<file path="config.mk">
export PLATFORM = sky130hd
export DESIGN_NAME = mhi_updater
export DESIGN_NICKNAME = d
export VERILOG_FILES = /design/src/rtl/mhi_pkg.sv /design/src/rtl/mhi_motion_detect.sv /design/src/rtl/mhi_hist_pipe.sv /design/src/rtl/mhi_seg_ctrl.sv /design/src/rtl/mhi_updater.sv
export SDC_FILE = /design/constraint.sdc
export NUM_CORES = 1
export LEC_CHECK = 0
export BUFFER_PORTS_ARGS = -buffer_cell sky130_fd_sc_hd__buf_2
export CAP_MARGIN = 20
export CORE_ASPECT_RATIO = 1.2
export CORE_UTILIZATION = 50
export CTS_CLUSTER_DIAMETER = 120
export CTS_CLUSTER_SIZE = 16
export DETAILED_ROUTE_END_ITERATION = 8
export PLACE_DENSITY = 0.76
export SLEW_MARGIN = 20
export SYNTH_ARGS = -nofsm -noshare
export SYNTH_HDL_FRONTEND = slang
export SYNTH_HIERARCHICAL = 1
export SYNTH_SLANG_ARGS = --single-unit
</file>
<file path="constraint.sdc">
create_clock -name clk -period 1.7 [get_ports clk]
set_clock_uncertainty 0.15 [all_clocks]
set_input_delay 0.34 -clock clk [delete_from_list [all_inputs] [get_ports clk]]
set_output_delay 0.34 -clock clk [all_outputs]
set_load 0.05 [all_outputs]
</file>
<file path="src/rtl/mhi_pkg.sv">
package mhi_pkg;

   // Variant selector for the motion comparator.
   typedef enum logic [0:0] {
      DIFF_ABS   = 1'b0,   // form |a-b| then compare with threshold
      DIFF_SPLIT = 1'b1    // two widened one-sided compares, no subtract
   } diff_style_e;

endpackage

</file>
<file path="src/rtl/mhi_motion_detect.sv">
module mhi_motion_detect
   import mhi_pkg::*;
#(
   parameter int          PIX_W      = 8,
   parameter diff_style_e DIFF_STYLE = DIFF_ABS
) (
   input  logic [PIX_W-1:0] cur,
   input  logic [PIX_W-1:0] prev,
   input  logic [PIX_W-1:0] thresh,
   output logic             moving
);

   localparam int WIDE_W = PIX_W + 1;

   generate
      if (DIFF_STYLE == DIFF_ABS) begin : g_abs
         logic [PIX_W-1:0] mag;
         always_comb begin
            mag    = (cur >= prev) ? (cur - prev) : (prev - cur);
            moving = (mag > thresh);
         end
      end else begin : g_split
         logic [WIDE_W-1:0] cur_w, prev_w, thr_w;
         always_comb begin
            cur_w  = {1'b0, cur};
            prev_w = {1'b0, prev};
            thr_w  = {1'b0, thresh};
            moving = (cur_w > prev_w + thr_w) || (prev_w > cur_w + thr_w);
         end
      end
   endgenerate

endmodule

</file>
<file path="src/rtl/mhi_hist_pipe.sv">
module mhi_hist_pipe #(
   parameter int PIX_W    = 8,
   parameter int IDX_W    = 15,
   parameter int HIST_MAX = 255
) (
   input  logic             clk,
   input  logic             rst_n,
   input  logic             in_valid,
   output logic             in_ready,
   input  logic             in_moving,
   input  logic [PIX_W-1:0] in_hist,
   input  logic [IDX_W-1:0] in_idx,
   input  logic             in_last,
   output logic             out_valid,
   input  logic             out_ready,
   output logic [PIX_W-1:0] out_hist,
   output logic             out_energy,
   output logic [IDX_W-1:0] out_idx,
   output logic             out_last
);

   localparam logic [PIX_W-1:0] TOP_VAL = PIX_W'(HIST_MAX);
   localparam logic [PIX_W-1:0] ONE_VAL = PIX_W'(1);

   // stage A: moving flag registered with the old history
   logic             a_vld_q, a_mov_q, a_last_q;
   logic [PIX_W-1:0] a_hist_q;
   logic [IDX_W-1:0] a_idx_q;
   // stage B: updated history
   logic             b_vld_q, b_nrg_q, b_last_q;
   logic [PIX_W-1:0] b_hist_q;
   logic [IDX_W-1:0] b_idx_q;

   logic b_take, a_take, a_moves;

   assign b_take   = !b_vld_q || out_ready;
   assign a_take   = !a_vld_q || b_take;
   assign a_moves  = a_vld_q && b_take;
   assign in_ready = a_take;

   always_ff @(posedge clk or negedge rst_n) begin
      if (!rst_n) begin
         a_vld_q  <= 1'b0;
         a_mov_q  <= 1'b0;
         a_last_q <= 1'b0;
         a_hist_q <= '0;
         a_idx_q  <= '0;
      end else if (a_take) begin
         a_vld_q <= in_valid;
         if (in_valid) begin
            a_mov_q  <= in_moving;
            a_hist_q <= in_hist;
            a_idx_q  <= in_idx;
            a_last_q <= in_last;
         end
      end
   end

   always_ff @(posedge clk or negedge rst_n) begin
      if (!rst_n) begin
         b_vld_q  <= 1'b0;
         b_nrg_q  <= 1'b0;
         b_last_q <= 1'b0;
         b_hist_q <= '0;
         b_idx_q  <= '0;
      end else if (b_take) begin
         b_vld_q <= a_vld_q;
         if (a_vld_q) begin
            if (a_mov_q)
               b_hist_q <= TOP_VAL;
            else if (a_hist_q == '0)
               b_hist_q <= '0;
            else
               b_hist_q <= a_hist_q - ONE_VAL;
            // energy derived separately: set on motion or when old > 1
            b_nrg_q  <= a_mov_q || (a_hist_q > ONE_VAL);
            b_idx_q  <= a_idx_q;
            b_last_q <= a_last_q;
         end
      end
   end

   assign out_valid  = b_vld_q;
   assign out_hist   = b_hist_q;
   assign out_energy = b_nrg_q;
   assign out_idx    = b_idx_q;
   assign out_last   = b_last_q;

   // a moving pixel lands at the top value
   a_r2_top_on_motion: assert property (@(posedge clk) disable iff (!rst_n)
      (a_moves && a_mov_q) |=> (b_hist_q == TOP_VAL));

   // a still pixel with zero history stays at zero
   a_r4_floor_zero: assert property (@(posedge clk) disable iff (!rst_n)
      (a_moves && !a_mov_q && a_hist_q == '0) |=> (b_hist_q == '0));

   // a stalled result holds
   a_r9_hold_stalled: assert property (@(posedge clk) disable iff (!rst_n)
      (out_valid && !out_ready) |=> (out_valid && $stable(out_hist) && $stable(out_idx)));

endmodule

</file>
<file path="src/rtl/mhi_seg_ctrl.sv">
module mhi_seg_ctrl #(
   parameter int IDX_W = 15
) (
   input  logic             clk,
   input  logic             rst_n,
   input  logic             start,
   input  logic [IDX_W-1:0] cfg_first,
   input  logic [IDX_W-1:0] cfg_last,
   input  logic             in_fire,
   input  logic             out_fire,
   input  logic             out_last,
   output logic             feed_en,
   output logic [IDX_W-1:0] cur_idx,
   output logic             cur_last,
   output logic             done
);

   localparam logic [IDX_W-1:0] STEP = IDX_W'(1);

   logic             busy_q, feed_q, done_q;
   logic [IDX_W-1:0] next_q, stop_q;

   assign feed_en  = feed_q;
   assign cur_idx  = next_q;
   assign cur_last = (next_q == stop_q);
   assign done     = done_q;

   always_ff @(posedge clk or negedge rst_n) begin
      if (!rst_n) begin
         busy_q <= 1'b0;
         feed_q <= 1'b0;
         done_q <= 1'b0;
         next_q <= '0;
         stop_q <= '0;
      end else begin
         done_q <= out_fire && out_last;
         if (start && !busy_q) begin
            busy_q <= 1'b1;
            feed_q <= 1'b1;
            next_q <= cfg_first;
            stop_q <= cfg_last;
         end else begin
            if (in_fire) begin
               next_q <= next_q + STEP;
               if (cur_last)
                  feed_q <= 1'b0;
            end
            if (out_fire && out_last)
               busy_q <= 1'b0;
         end
      end
   end

   // done never lasts two cycles and comes only once idle
   a_r10_done_pulse: assert property (@(posedge clk) disable iff (!rst_n)
      done |=> !done);
   a_r10_done_idle: assert property (@(posedge clk) disable iff (!rst_n)
      done |-> !busy_q);

   // a start during a run leaves the bound untouched
   a_r11_busy_ignore: assert property (@(posedge clk) disable iff (!rst_n)
      (start && busy_q) |=> $stable(stop_q));

   // input stops right after the last index is taken
   a_r6_feed_stop: assert property (@(posedge clk) disable iff (!rst_n)
      (in_fire && cur_last) |=> !feed_q);

endmodule

</file>
<file path="src/rtl/mhi_updater.sv">
module mhi_updater
   import mhi_pkg::*;
#(
   parameter int          FRAME_W    = 200,
   parameter int          FRAME_H    = 160,
   parameter int          PIX_W      = 8,
   parameter int          HIST_MAX   = 255,
   parameter diff_style_e DIFF_STYLE = DIFF_ABS,
   localparam int         NPIX       = FRAME_W * FRAME_H,
   localparam int         IDX_W      = $clog2(NPIX)
) (
   input  logic             clk,
   input  logic             rst_n,
   input  logic [PIX_W-1:0] cfg_thresh,
   input  logic [IDX_W-1:0] cfg_seg_first,
   input  logic [IDX_W-1:0] cfg_seg_last,
   input  logic             start,
   output logic             done,
   input  logic             pix_valid,
   output logic             pix_ready,
   input  logic [PIX_W-1:0] pix_cur,
   input  logic [PIX_W-1:0] pix_prev,
   input  logic [PIX_W-1:0] pix_hist,
   output logic             upd_valid,
   input  logic             upd_ready,
   output logic [PIX_W-1:0] upd_hist,
   output logic             upd_energy,
   output logic [IDX_W-1:0] upd_idx
);

   // elaboration-time parameter checks
   generate
      if (!((FRAME_W == 200 && FRAME_H == 160) || (FRAME_W == 100 && FRAME_H == 80))) begin : g_bad_frame
         $error("mhi_updater: frame must be 200x160 or 100x80");
      end
      if (PIX_W != 8) begin : g_bad_pix
         $error("mhi_updater: pixels are 8-bit greyscale");
      end
      if (HIST_MAX < 1 || HIST_MAX >= (1 << PIX_W)) begin : g_bad_max
         $error("mhi_updater: HIST_MAX must fit the history width and be non-zero");
      end
   endgenerate

   logic             feed_en, cur_last, moving, pipe_rdy, pipe_vld_in;
   logic             in_fire, out_fire, out_last;
   logic [IDX_W-1:0] cur_idx;

   assign pipe_vld_in = pix_valid && feed_en;
   assign pix_ready   = feed_en && pipe_rdy;
   assign in_fire     = pix_valid && pix_ready;
   assign out_fire    = upd_valid && upd_ready;

   mhi_seg_ctrl #(.IDX_W(IDX_W)) u_ctrl (
      .clk      (clk),
      .rst_n    (rst_n),
      .start    (start),
      .cfg_first(cfg_seg_first),
      .cfg_last (cfg_seg_last),
      .in_fire  (in_fire),
      .out_fire (out_fire),
      .out_last (out_last),
      .feed_en  (feed_en),
      .cur_idx  (cur_idx),
      .cur_last (cur_last),
      .done     (done)
   );

   mhi_motion_detect #(.PIX_W(PIX_W), .DIFF_STYLE(DIFF_STYLE)) u_detect (
      .cur   (pix_cur),
      .prev  (pix_prev),
      .thresh(cfg_thresh),
      .moving(moving)
   );

   mhi_hist_pipe #(.PIX_W(PIX_W), .IDX_W(IDX_W), .HIST_MAX(HIST_MAX)) u_pipe (
      .clk       (clk),
      .rst_n     (rst_n),
      .in_valid  (pipe_vld_in),
      .in_ready  (pipe_rdy),
      .in_moving (moving),
      .in_hist   (pix_hist),
      .in_idx    (cur_idx),
      .in_last   (cur_last),
      .out_valid (upd_valid),
      .out_ready (upd_ready),
      .out_hist  (upd_hist),
      .out_energy(upd_energy),
      .out_idx   (upd_idx),
      .out_last  (out_last)
   );

   // energy flag agrees with the emitted history
   a_r5_energy_match: assert property (@(posedge clk) disable iff (!rst_n)
      upd_valid |-> (upd_energy == (upd_hist != '0)));

   // no input is taken outside a segment
   a_r6_idle_no_take: assert property (@(posedge clk) disable iff (!rst_n)
      done |-> !pix_ready);

endmodule

</file>
== Word level (Yosys, flattened, before mapping) ==
Cells that the tools add are included.
Word-level totals
  bits in registers: 85
  input bits: 67
  output and inout port bits: 27
Cells by class
  add/subtract/negate cells: 4
  $lt $le $gt $ge: 3
  equal/unequal tests: 1
  multiplexer cells: 10
  reduce and logical (&&, ||, !) cells: 19
Operators by type and width (number)
  $mux 15: 2
  $mux 8: 3
  $sub 8x8->8: 2
  $add 15x1->15 const B: 1
  $eq 15x15->1: 1
  $ge 8x8->1: 1
  $gt 8x1->1 const B: 1
  $gt 8x8->1: 1
  $logic_not 8->1: 1
  $sub 8x1->8 const B: 1
  $logic_and 1x1->1: 6
  $reduce_and 2->1: 3
  $reduce_bool 2->1: 3
  $mux 1: 5
  $logic_not 1->1: 3
  $logic_or 1x1->1: 3

== Depth between registers and ports, before layout ==
  depth in word-level cells: 7
  gate-level depth with buffers: 15
  depth with buffers taken out: 15

== Hierarchy ==
The synthesis kept the hierarchy.
By module, submodules not included
  mhi_hist_pipe: instances 1, cells each 187, area each 2140.8 µm²
  mhi_seg_ctrl: instances 1, cells each 186, area each 1736.7 µm²
  mhi_motion_detect: instances 1, cells each 113, area each 870.8 µm²
  mhi_updater: instances 1, cells each 4, area each 25.0 µm²

== Worst setup path before layout ==
Ideal clock, no wire load.
  path kind: input -> register
  start point: input port pix_cur[0]
  end point: register u_pipe.a_mov_q
  library setup time: 0.125 ns
  arrival time: 3.324 ns
  required time: 1.425 ns
  path slack: -1.899 ns
  cell stages on the path: 15
  cells stage by stage: inv_1 -> ha_1 -> inv_1 -> fa_1 -> nand3_1 -> a311oi_1 -> a211oi_4 -> mux2i_1 -> xnor2_1 -> ha_1 -> a21o_1 -> a221o_1 -> a221oi_1 -> a31oi_1 -> mux2_2
Between the ends
  longest elaborated chain between the ends: 3
  elaborated cells on any way between the ends: 5
  those cells by class: add/sub: 2; order compare: 2; mux: 1
RTL lines
  start, declared: RTL line mhi_updater.sv:21  | input logic [PIX_W-1:0] pix_cur,
  $sub 8x8->8 or $ge 8x8->1 (tied branches): RTL line mhi_motion_detect.sv:19  | mag = (cur >= prev) ? (cur - prev) : (prev - cur);
  $mux 8 (*): RTL line mhi_motion_detect.sv:19
  $gt 8x8->1 (*): RTL line mhi_motion_detect.sv:20  | moving = (mag > thresh);
  net moving: RTL line mhi_updater.sv:44  | logic feed_en, cur_last, moving, pipe_rdy, pipe_vld_in;
  end signal, assigned: RTL line mhi_hist_pipe.sv:51  | a_mov_q <= in_moving;
  end, declared: RTL line mhi_hist_pipe.sv:26  | logic a_vld_q, a_mov_q, a_last_q;
Mark *: on every way through the listed nets, which the timed path passes. The rest lies on a longest branch.
A chain may end at the register's enable or synchronous reset.

== Worst setup path in the final report ==
Same ends and word-level chain as after synthesis.

==> results by group <==
Outcome
  – Status: finished with violations
  – Failing checks: negative setup slack

Clocking
  – TritonCTS clock tree: done
  – Cell at the root of the clock tree: sky130_fd_sc_hd__clkbuf_8
  – Bufs on Longest Clock Path: 2
  – Clock slew at reported path FFs: 80 ps
  – H-tree levels: 3
  – CTS Sinks: 85
  – Inserted Clock Buffers: 9
  – Clk Latency, worst-skew pair: 350 ps

Floorplanning
  – FP Rows: 38
  – Vert. Die Dim: 109 um
  – IO Pins: 94
  – Die area: 0.00994 mm^2
  – Die width: 91.2 um
  – Core region area: 0.00918 mm^2
  – Initial standard-cell utilization of the core: 0.520

Setup path
  – CP max FO: 4
  – Crit path buffers/inverters: 3
  – Kind of end point of the critical path: register
  – CP Class: input port to register
  – Crit-path max cell delay: 330 ps
  – CP Launch Type: input port
  – Slowest-stage cell, CP: sky130_fd_sc_hd__fa_2
  – Critical path arrival: 3250 ps
  – Critical path's top delay family: compound AO/OA/AOI/OAI gates
  – Endpoint required time on the critical path: 1780 ps
  – Crit path cell chain: buf_12 -> inv_12 -> ha_4 -> inv_2 -> fa_2 -> nand3_2 -> a311oi_4 -> a211oi_4 -> mux2i_1 -> xnor2_1 -> ha_1 -> and3_4 -> a221o_1 -> a221oi_2 -> a31oi_1 -> mux2_4

Pwr
  – Max IR drop VDD: 0.000452 V
  – Proportion of total power due to net switching: 0.370
  – Sequential Power Share: 0.384
  – Leakage power total: 0.00323 uW
  – Switching power summed over all nets: 2820 uW
  – P_int: 4800 uW
  – Clock network fraction of total power: 0.242
  – Comb power frac: 0.374
  – Power per unit of standard cell area: 1180 mW/mm^2

STA
  – Normalized max-slew margin: 0.656
  – Number of hold-slack violations in the final timing report: 0
  – Final setup violation count: 10
  – Final critical delay including setup and external delays: 3170 ps
  – Slew at the pin with the worst max-slew slack: 517 ps
  – Setup repair after global routing missed its margin: yes
  – Crit path setup slack, layout: -1470 ps
  – Final worst path period share: 1.86
  – Pins Over Slew Limit: 0
  – Max Freq: 316 MHz

Place
  – Final RePlAce weighted congestion: 0.947
  – Cell count after placement: 745
  – Number of I/O port buffers: 93
  – Sum of net half-perimeters after detailed placement: 8.44 mm
  – Area after detailed placement: 0.00590 mm^2

Route
  – Routed wirelength normalized by instance count: 14.9 um
  – Drt first-iter violations: 239
  – Residual DRC count: 0
  – Via density per instance: 5.15
  – Number of detailed-route iterations in the first pass: 4
  – Final WL: 11.5 mm
  – Number of nets still failing antenna checks after routing: 0
  – Total number of vias: 3963

Job
  – Reported max-cap violation count: 0

Global route
  – Wire length of the first global-routing pass: 18.4 mm
  – GR Overflow Total: 0
  – Overall fraction of global-route tracks in use: 0.236
  – Initial antenna violation count: 0
  – Maximum number of pins on one net before global-route repair: 43
  – Number of global-route vias before repair: 4009

Logic synthesis
  – Flops & latches, synth: 85
  – Average cell area after synthesis: 9.74 um^2
  – Xor/xnor share of the synthesized area: 0.0697
  – Net count after synthesis: 586
  – Synth warnings: 6
  – Adder-cell area share of the yosys netlist: 0.0792
  – Dominant combinational cell family by area after synthesis: simple AND/OR/NAND/NOR gates
  – Share of synthesized area occupied by flip-flops and latches: 0.446
  – Top FF cell, synth: sky130_fd_sc_hd__dfrtp_1
  – FFs w/ async S/R, synth: 1.00
  – Distinct cell type count after synthesis: 55
  – Number of enable-type register cells in the synthesized netlist: 0
  – Post-synthesis instance total: 490
  – Post-synthesis simple-gate area fraction: 0.201
  – Multiplexer share of the synthesized area: 0.0781
  – Cell area after synthesis: 0.00477 mm^2
  – Complex-gate fraction of the synthesized area: 0.0841

Finish
  – Fillers: 665
  – Share of cells above drive strength 1: 0.385
  – Post-route design area: 0.00643 mm^2
  – Combined area of the multi-input logic cells: 0.00266 mm^2
  – Nets: 741
  – Final core area utilization: 0.701
  – Reg area: 0.00213 mm^2
  – Antenna diode count: 0
  – Signed area change from the synthesized netlist to the final layout: 34.7%
  – Non-filler cells, final: 769

Hold path
  – Hold WC Path Type: input port to register
-- layout make-up --
type / instances / area share
multi-input cells: 357 / 0.414
flip-flops and latches: 85 / 0.331
repair buffers: 163 / 0.172
well taps: 120 / 0.0234
clock buffers: 11 / 0.0220
inverters: 29 / 0.0189
clock inverters: 4 / 0.0187
-- stage by stage --
step,total power (uW),setup TNS [ps],worst slack (ps),hold WS (ps)
after floorplan,4740,-2510,-1700,-106
after global placement,5530,-3150,-1870,193
after detailed placement,5630,-3510,-1970,204
after CTS,7530,-1810,-1540,16.1
after global routing,8000,-2790,-1650,19.8
final,7620,-1940,-1470,30.3
-- worst register-to-register path, cell delays in order (launching register included) --
cell,delay [ps]
sky130_fd_sc_hd__dfrtp_2,410
sky130_fd_sc_hd__nand3b_1,140
sky130_fd_sc_hd__and3_4,240
sky130_fd_sc_hd__nand4_4,220
sky130_fd_sc_hd__nor4_4,300
sky130_fd_sc_hd__xnor2_1,170
sky130_fd_sc_hd__o21ai_2,60
-- what timing repair did --
item,4_1_cts,5_1_grt
endpoints found under the setup margin,15,62
gates resized for setup,19,22
pin swaps,11,10
buffers inserted,5,1
hold buffers,1,0
hold endpoints to repair,35,0
cloned,0,2
-- routing by layer --
metal / up-vias / wire length, um / global-route usage
li1: 1944 / - / -
met3: 26 / 433 / 0.0460
met4: 0 / 262 / 0.0828
met2: 101 / 5800 / 0.409
met1: 1892 / 4980 / 0.297
met5: - / 0 / 0
-- path summary, 6_finish.rpt --
| kind | startpoint | depth (start not counted) | to | slack, ps |
|---|---|---|---|---|
| setup / recovery | pix_cur[0] | 16 | u_pipe/a_mov_q | -1470 |
| hold / removal | cfg_seg_last[2] | 3 | u_ctrl/stop_q[2] | 30 |
| setup reg to reg | u_pipe/out_valid | 6 | u_ctrl/cur_idx[9] | -100 |
| hold reg to reg | u_pipe/a_idx_q[1] | 2 | u_pipe/out_idx[1] | 320 |
| max in group asynchronous | rst_n | 3 | u_ctrl/cur_idx[5] | 490 |
| min in group asynchronous | rst_n | 2 | u_pipe/out_hist[5] | 370 |
-- layout by cell type, fill, tap and decap left out, drive strengths merged, types with 2 or more instances in the layout --
cell type	synthesis	final
buf	11	161
nand2	122	122
dfrtp	85	85
xnor2	32	32
inv	29	29
ha	27	27
mux2	26	26
nor2	22	22
a21oi	17	17
o21ai	17	17
clkbuf	8	12
nand3	10	10
mux2i	8	8
nand4	8	8
nor4	7	7
xor2	6	6
a31oi	5	5
nand2b	5	5
o21a	5	5
and2	5	5
nor3	5	5
bufinv	0	4
nor2b	4	4
a21o	3	3
a211oi	3	3
and3	2	2
o31ai	2	2
nand3b	2	2
fa	2	2
-- cell usage after synthesis (2+ instances only) --
cell type | number | area [um^2]
sky130_fd_sc_hd__xnor2_1 | 32 | 280
sky130_fd_sc_hd__a21o_1 | 3 | 22.5
sky130_fd_sc_hd__fa_1 | 2 | 40.0
sky130_fd_sc_hd__o21ai_0 | 10 | 50.1
sky130_fd_sc_hd__nand3_1 | 8 | 40.0
sky130_fd_sc_hd__inv_1 | 29 | 109
sky130_fd_sc_hd__o31ai_1 | 2 | 15.0
sky130_fd_sc_hd__mux2_2 | 25 | 282
sky130_fd_sc_hd__nand2_1 | 121 | 454
sky130_fd_sc_hd__o21ai_2 | 2 | 17.5
sky130_fd_sc_hd__mux2i_1 | 8 | 80.1
sky130_fd_sc_hd__nand4_1 | 6 | 37.5
sky130_fd_sc_hd__and3_1 | 2 | 12.5
sky130_fd_sc_hd__dfrtp_1 | 85 | 2130
sky130_fd_sc_hd__a31oi_1 | 5 | 31.3
sky130_fd_sc_hd__a21oi_1 | 16 | 80.1
sky130_fd_sc_hd__nand2b_1 | 5 | 31.3
sky130_fd_sc_hd__xor2_1 | 6 | 52.6
sky130_fd_sc_hd__a211oi_1 | 2 | 15.0
sky130_fd_sc_hd__buf_4 | 2 | 15.0
sky130_fd_sc_hd__buf_2 | 7 | 35.0
sky130_fd_sc_hd__nor4_2 | 6 | 75.1
sky130_fd_sc_hd__nand3_2 | 2 | 20.0
sky130_fd_sc_hd__clkbuf_1 | 8 | 30.0
sky130_fd_sc_hd__and2_1 | 5 | 31.3
sky130_fd_sc_hd__o21ai_1 | 5 | 25.0
sky130_fd_sc_hd__ha_1 | 27 | 338
sky130_fd_sc_hd__o21a_1 | 5 | 37.5
sky130_fd_sc_hd__nor2_1 | 21 | 78.8
sky130_fd_sc_hd__nor2b_1 | 4 | 25.0
sky130_fd_sc_hd__nor3_1 | 4 | 20.0
sky130_fd_sc_hd__nand3b_1 | 2 | 15.0
-- flip-flops by register name (all words and copies together) (netlist names) --
register,cells
u_ctrl/cur_idx,15
u_ctrl/stop_q,15
u_pipe/a_idx_q,15
u_pipe/out_idx,15
u_pipe/a_hist_q,8
u_pipe/out_hist,8
u_ctrl/busy_q,1
u_ctrl/done,1
u_ctrl/feed_en,1
u_pipe/a_last_q,1
u_pipe/a_mov_q,1
u_pipe/a_vld_q,1
u_pipe/out_energy,1
u_pipe/out_last,1
u_pipe/out_valid,1
-- power by group through the flow --
stage,logic [uW],clock network (uW),registers [uW]
detailed placement,2690,0,2950
finish,2850,1840,2920
global route,3070,1940,2990
global placement,2610,0,2920
floorplan,1210,0,3540
CTS,2760,1870,2910
-- cell families after synthesis --
family	after synthesis
AO/OA/AOI/OAI	60
XOR/XNOR	38
adder cells (fa/ha/maj)	29
buffers and inverters	48
flip-flops	85
multiplexers	34
AND/OR/NAND/NOR	196
Power figures use the tool's default switching activity.
